===== config.mk =====
export PLATFORM = sky130hd
export DESIGN_NAME = ptw_walker
export DESIGN_NICKNAME = d
export VERILOG_FILES = /design/src/rtl/ptw_pkg.sv /design/src/rtl/ptw_addr_gen.sv /design/src/rtl/ptw_entry_dec.sv /design/src/rtl/ptw_walker.sv
export SDC_FILE = /design/constraint.sdc
export NUM_CORES = 1
export LEC_CHECK = 0
export CAP_MARGIN = 20
export CORE_ASPECT_RATIO = 2
export CORE_MARGIN = 2
export CORE_UTILIZATION = 47
export CTS_CLUSTER_SIZE = 24
export DETAILED_ROUTE_END_ITERATION = 12
export PLACE_DENSITY = 0.89
export SLEW_MARGIN = 20
export SYNTH_ARGS = -nofsm -noshare
export SYNTH_HDL_FRONTEND = slang
export SYNTH_SLANG_ARGS = --single-unit

===== constraint.sdc =====
create_clock -name clk_i -period 2.65 [get_ports clk_i]
set_input_delay 0.3975 -clock clk_i [delete_from_list [all_inputs] [get_ports clk_i]]
set_output_delay 0.3975 -clock clk_i [all_outputs]
set_load 0.02 [all_outputs]

===== src/rtl/ptw_pkg.sv =====
package ptw_pkg;
  localparam int VA_W    = 32;
  localparam int PA_W    = 40;
  localparam int WORD_W  = 32;
  localparam int PG_OFS  = 12;
  localparam int VPN_W   = VA_W - PG_OFS;
  localparam int IDX1_W  = 11;
  localparam int IDX2_W  = VPN_W - IDX1_W;
  localparam int PTPR_W  = PA_W - IDX1_W - 2;
  localparam int PTBA_W  = PA_W - PG_OFS;
  localparam int PPN_W   = PA_W - PG_OFS;
  localparam int PPN1_W  = PA_W - 21;
  localparam int CODE_W  = 9;
  localparam int FLAG_W  = 10;

  localparam int B_V = 31;
  localparam int B_T = 30;
  localparam int B_L = 29;
  localparam int B_D = 22;

  localparam logic [CODE_W-1:0] C_L1_INV = 9'h001;
  localparam logic [CODE_W-1:0] C_L2_INV = 9'h002;
  localparam logic [CODE_W-1:0] C_L1_BUS = 9'h040;
  localparam logic [CODE_W-1:0] C_L2_BUS = 9'h080;

  typedef enum logic [1:0] {OP_READ = 2'd0, OP_LL = 2'd1, OP_SC = 2'd2} mem_op_e;

  typedef enum logic [2:0] {
    S_IDLE, S_RD1, S_RD2F, S_RD2P, S_LL, S_SC, S_RESP
  } walk_st_e;
endpackage


===== src/rtl/ptw_addr_gen.sv =====
module ptw_addr_gen
  import ptw_pkg::*;
#(
  parameter int P_W  = PTPR_W,
  parameter int B_W  = PTBA_W,
  parameter int V_W  = VPN_W,
  parameter int I1_W = IDX1_W,
  parameter int I2_W = IDX2_W
) (
  input  logic [P_W-1:0]        ptpr_i,
  input  logic [B_W-1:0]        ptba_i,
  input  logic [V_W-1:0]        vpn_i,
  output logic [P_W+I1_W+1:0]   l1_addr_o,
  output logic [B_W+I2_W+2:0]   l2_flag_addr_o,
  output logic [B_W+I2_W+2:0]   l2_ppn_addr_o
);
  // first-level entries are one word, second-level entries two words
  assign l1_addr_o      = {ptpr_i, vpn_i[V_W-1 -: I1_W], 2'b00};
  assign l2_flag_addr_o = {ptba_i, vpn_i[I2_W-1:0], 3'b000};
  assign l2_ppn_addr_o  = {ptba_i, vpn_i[I2_W-1:0], 3'b100};
endmodule


===== src/rtl/ptw_entry_dec.sv =====
module ptw_entry_dec
  import ptw_pkg::*;
(
  input  logic [WORD_W-1:0] word_i,
  input  logic              write_i,
  output logic              valid_o,
  output logic              table_o,
  output logic [PPN1_W-1:0] ppn1_o,
  output logic [PTBA_W-1:0] ptba_o,
  output logic [PPN_W-1:0]  ppn2_o,
  output logic              need_upd_o,
  output logic [WORD_W-1:0] upd_word_o
);
  logic [WORD_W-1:0] set_mask;

  assign valid_o = word_i[B_V];
  assign table_o = word_i[B_T];
  assign ppn1_o  = word_i[PPN1_W-1:0];
  assign ptba_o  = word_i[PTBA_W-1:0];
  assign ppn2_o  = word_i[PPN_W-1:0];

  always_comb begin
    set_mask = '0;
    set_mask[B_L] = ~word_i[B_L];
    set_mask[B_D] = write_i & ~word_i[B_D];
  end

  assign need_upd_o = |set_mask;
  assign upd_word_o = word_i | set_mask;
endmodule


===== src/rtl/ptw_walker.sv =====
module ptw_walker
  import ptw_pkg::*;
(
  input  logic              clk_i,
  input  logic              rst_ni,
  input  logic              miss_valid_i,
  input  logic [VA_W-1:0]   miss_vaddr_i,
  input  logic              miss_write_i,
  input  logic [PTPR_W-1:0] ptpr_i,
  output logic              busy_o,
  output logic              mem_req_o,
  output logic [1:0]        mem_op_o,
  output logic [PA_W-1:0]   mem_addr_o,
  output logic [WORD_W-1:0] mem_wdata_o,
  input  logic              mem_rvalid_i,
  input  logic [WORD_W-1:0] mem_rdata_i,
  input  logic              mem_err_i,
  input  logic              mem_sc_fail_i,
  output logic              done_o,
  output logic              err_o,
  output logic [CODE_W-1:0] err_code_o,
  output logic [VA_W-1:0]   rec_vaddr_o,
  output logic              rec_huge_o,
  output logic [PPN_W-1:0]  rec_ppn_o,
  output logic [FLAG_W-1:0] rec_flags_o
);
  walk_st_e          state_q;
  logic [VA_W-1:0]   va_q;
  logic              wr_q;
  logic [WORD_W-1:0] ent_q;
  logic [PTBA_W-1:0] ptba_q;
  logic [PPN_W-1:0]  ppn_q;
  logic              huge_q, lvl2_q, need_q;
  logic [CODE_W-1:0] code_q;

  logic [PA_W-1:0]   l1_addr, l2f_addr, l2p_addr, ent_addr;
  logic              d_valid, d_table, d_need;
  logic [PPN1_W-1:0] d_ppn1;
  logic [PTBA_W-1:0] d_ptba;
  logic [PPN_W-1:0]  d_ppn2;
  logic [WORD_W-1:0] d_upd;
  logic [CODE_W-1:0] bus_code;

  ptw_addr_gen i_addr_gen (
    .ptpr_i         (ptpr_i),
    .ptba_i         (ptba_q),
    .vpn_i          (va_q[VA_W-1:PG_OFS]),
    .l1_addr_o      (l1_addr),
    .l2_flag_addr_o (l2f_addr),
    .l2_ppn_addr_o  (l2p_addr)
  );

  ptw_entry_dec i_entry_dec (
    .word_i     (mem_rdata_i),
    .write_i    (wr_q),
    .valid_o    (d_valid),
    .table_o    (d_table),
    .ppn1_o     (d_ppn1),
    .ptba_o     (d_ptba),
    .ppn2_o     (d_ppn2),
    .need_upd_o (d_need),
    .upd_word_o (d_upd)
  );

  assign ent_addr = lvl2_q ? l2f_addr : l1_addr;
  assign bus_code = lvl2_q ? C_L2_BUS : C_L1_BUS;

  always_ff @(posedge clk_i or negedge rst_ni) begin
    if (!rst_ni) begin
      state_q <= S_IDLE;
      va_q    <= '0;
      wr_q    <= 1'b0;
      ent_q   <= '0;
      ptba_q  <= '0;
      ppn_q   <= '0;
      huge_q  <= 1'b0;
      lvl2_q  <= 1'b0;
      need_q  <= 1'b0;
      code_q  <= '0;
    end else begin
      unique case (state_q)
        S_IDLE: if (miss_valid_i) begin
          va_q    <= miss_vaddr_i;
          wr_q    <= miss_write_i;
          code_q  <= '0;
          huge_q  <= 1'b0;
          lvl2_q  <= 1'b0;
          state_q <= S_RD1;
        end
        S_RD1: if (mem_rvalid_i) begin
          if (mem_err_i) begin
            code_q  <= C_L1_BUS;
            state_q <= S_RESP;
          end else if (!d_valid) begin
            code_q  <= C_L1_INV;
            state_q <= S_RESP;
          end else if (d_table) begin
            ptba_q  <= d_ptba;
            lvl2_q  <= 1'b1;
            state_q <= S_RD2F;
          end else begin
            ent_q   <= mem_rdata_i;
            ppn_q   <= PPN_W'(d_ppn1);
            huge_q  <= 1'b1;
            state_q <= d_need ? S_LL : S_RESP;
          end
        end
        S_RD2F: if (mem_rvalid_i) begin
          if (mem_err_i) begin
            code_q  <= C_L2_BUS;
            state_q <= S_RESP;
          end else if (!d_valid) begin
            code_q  <= C_L2_INV;
            state_q <= S_RESP;
          end else begin
            ent_q   <= mem_rdata_i;
            need_q  <= d_need;
            state_q <= S_RD2P;
          end
        end
        S_RD2P: if (mem_rvalid_i) begin
          if (mem_err_i) begin
            code_q  <= C_L2_BUS;
            state_q <= S_RESP;
          end else begin
            ppn_q   <= d_ppn2;
            state_q <= need_q ? S_LL : S_RESP;
          end
        end
        S_LL: if (mem_rvalid_i) begin
          if (mem_err_i) begin
            code_q  <= bus_code;
            state_q <= S_RESP;
          end else begin
            // fresh copy of the entry; merge set bits into it
            ent_q <= d_upd;
            if (!lvl2_q) ppn_q <= PPN_W'(d_ppn1);
            state_q <= d_need ? S_SC : S_RESP;
          end
        end
        S_SC: if (mem_rvalid_i) begin
          if (mem_err_i) begin
            code_q  <= bus_code;
            state_q <= S_RESP;
          end else if (mem_sc_fail_i) begin
            state_q <= S_LL;
          end else begin
            state_q <= S_RESP;
          end
        end
        S_RESP:  state_q <= S_IDLE;
        default: state_q <= S_IDLE;
      endcase
    end
  end

  always_comb begin
    mem_req_o  = 1'b0;
    mem_op_o   = OP_READ;
    mem_addr_o = l1_addr;
    unique case (state_q)
      S_RD1:  mem_req_o = 1'b1;
      S_RD2F: begin mem_req_o = 1'b1; mem_addr_o = l2f_addr; end
      S_RD2P: begin mem_req_o = 1'b1; mem_addr_o = l2p_addr; end
      S_LL:   begin mem_req_o = 1'b1; mem_addr_o = ent_addr; mem_op_o = OP_LL; end
      S_SC:   begin mem_req_o = 1'b1; mem_addr_o = ent_addr; mem_op_o = OP_SC; end
      default: ;
    endcase
  end

  assign mem_wdata_o = ent_q;
  assign busy_o      = (state_q != S_IDLE);
  assign done_o      = (state_q == S_RESP) && (code_q == '0);
  assign err_o       = (state_q == S_RESP) && (code_q != '0);
  assign err_code_o  = code_q;
  assign rec_vaddr_o = va_q;
  assign rec_huge_o  = huge_q;
  assign rec_ppn_o   = ppn_q;
  assign rec_flags_o = ent_q[WORD_W-1 -: FLAG_W];


  req_hold_chk: assert property (@(posedge clk_i) disable iff (!rst_ni)
    mem_req_o && !mem_rvalid_i |=> mem_req_o && $stable(mem_addr_o) && $stable(mem_op_o));


  walk_start_chk: assert property (@(posedge clk_i) disable iff (!rst_ni)
    $rose(busy_o) |-> $past(miss_valid_i));


  resp_pulse_chk: assert property (@(posedge clk_i) disable iff (!rst_ni)
    (done_o || err_o) |=> !done_o && !err_o && !busy_o);


  code_onehot_chk: assert property (@(posedge clk_i) disable iff (!rst_ni)
    err_o |-> $onehot0(err_code_o) && (err_code_o != '0));


  sc_sets_l_chk: assert property (@(posedge clk_i) disable iff (!rst_ni)
    (mem_req_o && mem_op_o == OP_SC) |-> mem_wdata_o[B_L]);


  sc_retry_chk: assert property (@(posedge clk_i) disable iff (!rst_ni)
    (mem_req_o && mem_op_o == OP_SC && mem_rvalid_i && mem_sc_fail_i && !mem_err_i)
    |=> mem_req_o && mem_op_o == OP_LL && $stable(mem_addr_o));
endmodule


==> results_dict.tcl <==
set metrics [dict create \
    syn_area_per_cell_um2 11.8 \
    clock_latency_ns 0.42 \
    outcome "finished, violations left" \
    firstDrtPassIters 4 \
    synthAdderAreaFrac 0 \
    cts.sinks 131 \
    placed_cell_area_um2 8830 \
    tightest_slew_ns 0.633 \
    syn_inst 530 \
    synth_top_area_cell "dfrtp_1" \
    r2r_slack_ns 0.41 \
    area_growth_pct 49.6 \
    reg2reg_depth 6 \
    io_pins 256 \
    start_util 0.480 \
    cp.required_ns 2.25 \
    die_y_um 167 \
    antenna_found_initial 0 \
    yosys.area_share.simple 0.0937 \
    synth_warnings 0 \
    setup_ws_ns 0.0209 \
    dr.max_layer_used "met4" \
    track_usage 0.274 \
    slowest_stage "clkdlybuf4s50_1" \
    gp_congestion 0.932 \
    die_w_um 85.5 \
    post-route-period-util 0.992 \
    path_cells "buf_4 > nand2b_1 > nor2_1 > a21o_1 > clkdlybuf4s50_1" \
    pre_cts_ws_ns 0.133 \
    fmax_ghz 0.380 \
    synth_flop_cell "dfrtp_1" \
    synth_edf_count 0 \
    end_kind "output port" \
    synth_top_area_share 0.526 \
    synth-seq-cells 131 \
    wl_met2_um 10700 \
    cts_tree "yes" \
    synth_top_family_by_area "multiplexers" \
    wl_met3_um 921 \
    critical_path_depth 5 \
    slew_headroom 0.578 \
    final_area_um2 9330 \
    hold-worst-slack_ns -0.00156 \
    rows 59 \
    synthArstFlopShare 1.00 \
    netlist_area_um2 6240 \
    cts_buffers 17 \
    drc 0 \
    slowest_delay_ns 0.60 \
    wl_met1_um 6510 \
    final.setup.tns_ns 0 \
    cap_violations 0 \
    multiInputGateArea_um2 2570 \
    skew_ns 0.0131 \
    cp_top_family "buffers and inverters" \
    drv_slew 0 \
    clk_pin_slew_ns 0.06 \
    grt-ovfl-total 0 \
    synth.top_cells.by_area "dfrtp_1 (53%), mux2_2 (14%), mux2_1 (5.1%)" \
    synth_compound_area_frac 0.0708 \
    arrival_ns 2.23 \
    antenna_left 0 \
    layout-drive-gt1-share 0.227 \
    worstSetupPathType "reg2out" \
    hold_class "in2async" \
    finalPower_mw 12.4 \
    yosys.area_share.xor_xnor 0.00140 \
    drt-total-wl_um 18700 \
    cts-root-buf "clkbuf_16" \
    hold_viol 1 \
    via_per_inst 5.30 \
    worst-path-buf-inv 2 \
    h-tree-depth 4 \
    grt_pass1_vias 5537 \
    grt_max_degree 59 \
    wl_per_cell_um 20.0 \
    num_antenna_cells 0 \
    seq_area_frac_synth 0.526 \
    critPathMaxFanout 13 \
    powerDensity_nw_per_um2 1330 \
    peakVddDrop_uv 906 \
    p_leak_nw 4.15 \
    die_area_um2 14300 \
    synthDistinctLibCells 50 \
    rsz0062_at_grt "true" \
    grt_pass1_wl_um 30000 \
    core_um2 13000 \
    placement.io_buffers 248 \
    place_hpwl_um 13900 \
    final.fill_count 879 \
    routed-via-count 4967 \
    ctsLongestPathBuffers 2 \
    fin_crit_ns 2.63 \
    final_nets 870 \
    violations "hold timing" \
    drt_iter0_drc 171 \
    setup_viol 0 \
    seqCellArea_um2 3280 \
    startpoint_type "flop" \
    synth_mux_area_frac 0.237 \
]
-- metrics by stage --
step,utilization,std cells
3_5_place_dp,0.680,903
4_1_cts,0.723,937
5_1_grt,0.718,937
2_1_floorplan,-,536
3_3_place_gp,0.680,903
6_report,0.718,937
-- area by class of cell --
| class | instances | area share |
|---|---|---|
| Clock buffer | 18 | 0.0460 |
| Sequential cell | 131 | 0.351 |
| Clock inverter | 14 | 0.0151 |
| Multi-Input combinational cell | 328 | 0.275 |
| Inverter | 19 | 0.00764 |
| Timing Repair Buffer | 275 | 0.284 |
| Tap cell | 152 | 0.0204 |
-- synth_stat cells (all sizes together), types with 3 or more instances --
master	count
inv	19
clkbuf	9
nor2	11
o21ai	36
buf	49
nand2	78
nand2b	9
nor3	7
a21oi	12
mux2	118
nor2b	3
nor3b	4
mux2i	11
dfrtp	131
-- sequential cells by signal, summed over array words and instances (netlist names) --
signal / count
err_code_o: 4
wr_q: 1
ptba_q: 28
rec_vaddr_o: 32
state_q: 3
need_q: 1
mem_wdata_o: 32
rec_huge_o: 1
rec_ppn_o: 28
lvl2_q: 1
-- layer usage --
layer	track usage	up-vias
met4	0.120	0
met3	0.0570	39
li1	-	2271
met2	0.503	202
met1	0.295	2455
met5	0	-
-- power by group --
part / internal, mW / switching, mW / total, mW
combinational: 3.21 / 3.35 / 6.55
clock: 1.32 / 0.939 / 2.26
sequential: 2.94 / 0.650 / 3.59
-- cells in the final DEF (no fill, tap or decap), types with 2 or more instances in the layout --
cell type / n
clkbuf_2: 19
a21o_1: 2
a211o_1: 2
nand2_1: 78
mux2_4: 11
a21oi_1: 11
nor2_1: 11
nor3b_4: 2
o22a_1: 2
clkbuf_16: 17
nor3b_1: 2
clkdlybuf4s15_1: 9
clkinvlp_4: 4
nor2b_1: 2
mux2_1: 28
and2_1: 2
buf_4: 21
mux2_2: 79
o21ai_0: 36
nand2b_1: 9
clkinv_4: 2
dlygate4sd1_1: 2
dfrtp_1: 130
dlygate4sd2_1: 7
conb_1: 7
buf_12: 6
inv_1: 19
mux2i_1: 11
inv_6: 6
clkdlybuf4s50_1: 210
nor3_1: 6
-- final timing paths --
path                                          endpoint                        from
max                                      mem_addr_o[2]      state_q[2]$_DFFE_PN0P_
min                        mem_wdata_o[31]$_DFFE_PN0P_                      rst_ni
max reg2reg                mem_wdata_o[14]$_DFFE_PN0P_      state_q[1]$_DFFE_PN0P_
min reg2reg                 mem_wdata_o[7]$_DFFE_PN0P_  mem_wdata_o[7]$_DFFE_PN0P_
max in group asynchronous   mem_wdata_o[3]$_DFFE_PN0P_                      rst_ni
min in group clk_i          mem_wdata_o[7]$_DFFE_PN0P_  mem_wdata_o[7]$_DFFE_PN0P_
-- logic make-up after synthesis --
family,Yosys count
flops,131
mux,129
simple gates,122
buf+inv,77
compound gates,69
xor+xnor,1
other cells,1
-- repair_timing --
action | CTS | global route
gates resized for setup | 39 | 71
cloned | 0 | 0
endpoints found under the setup margin | 38 | 31
hold buffers | 0 | 0
pin swaps | 1 | 0
setup buffers | 2 | 0
Power figures use the tool's default switching activity.
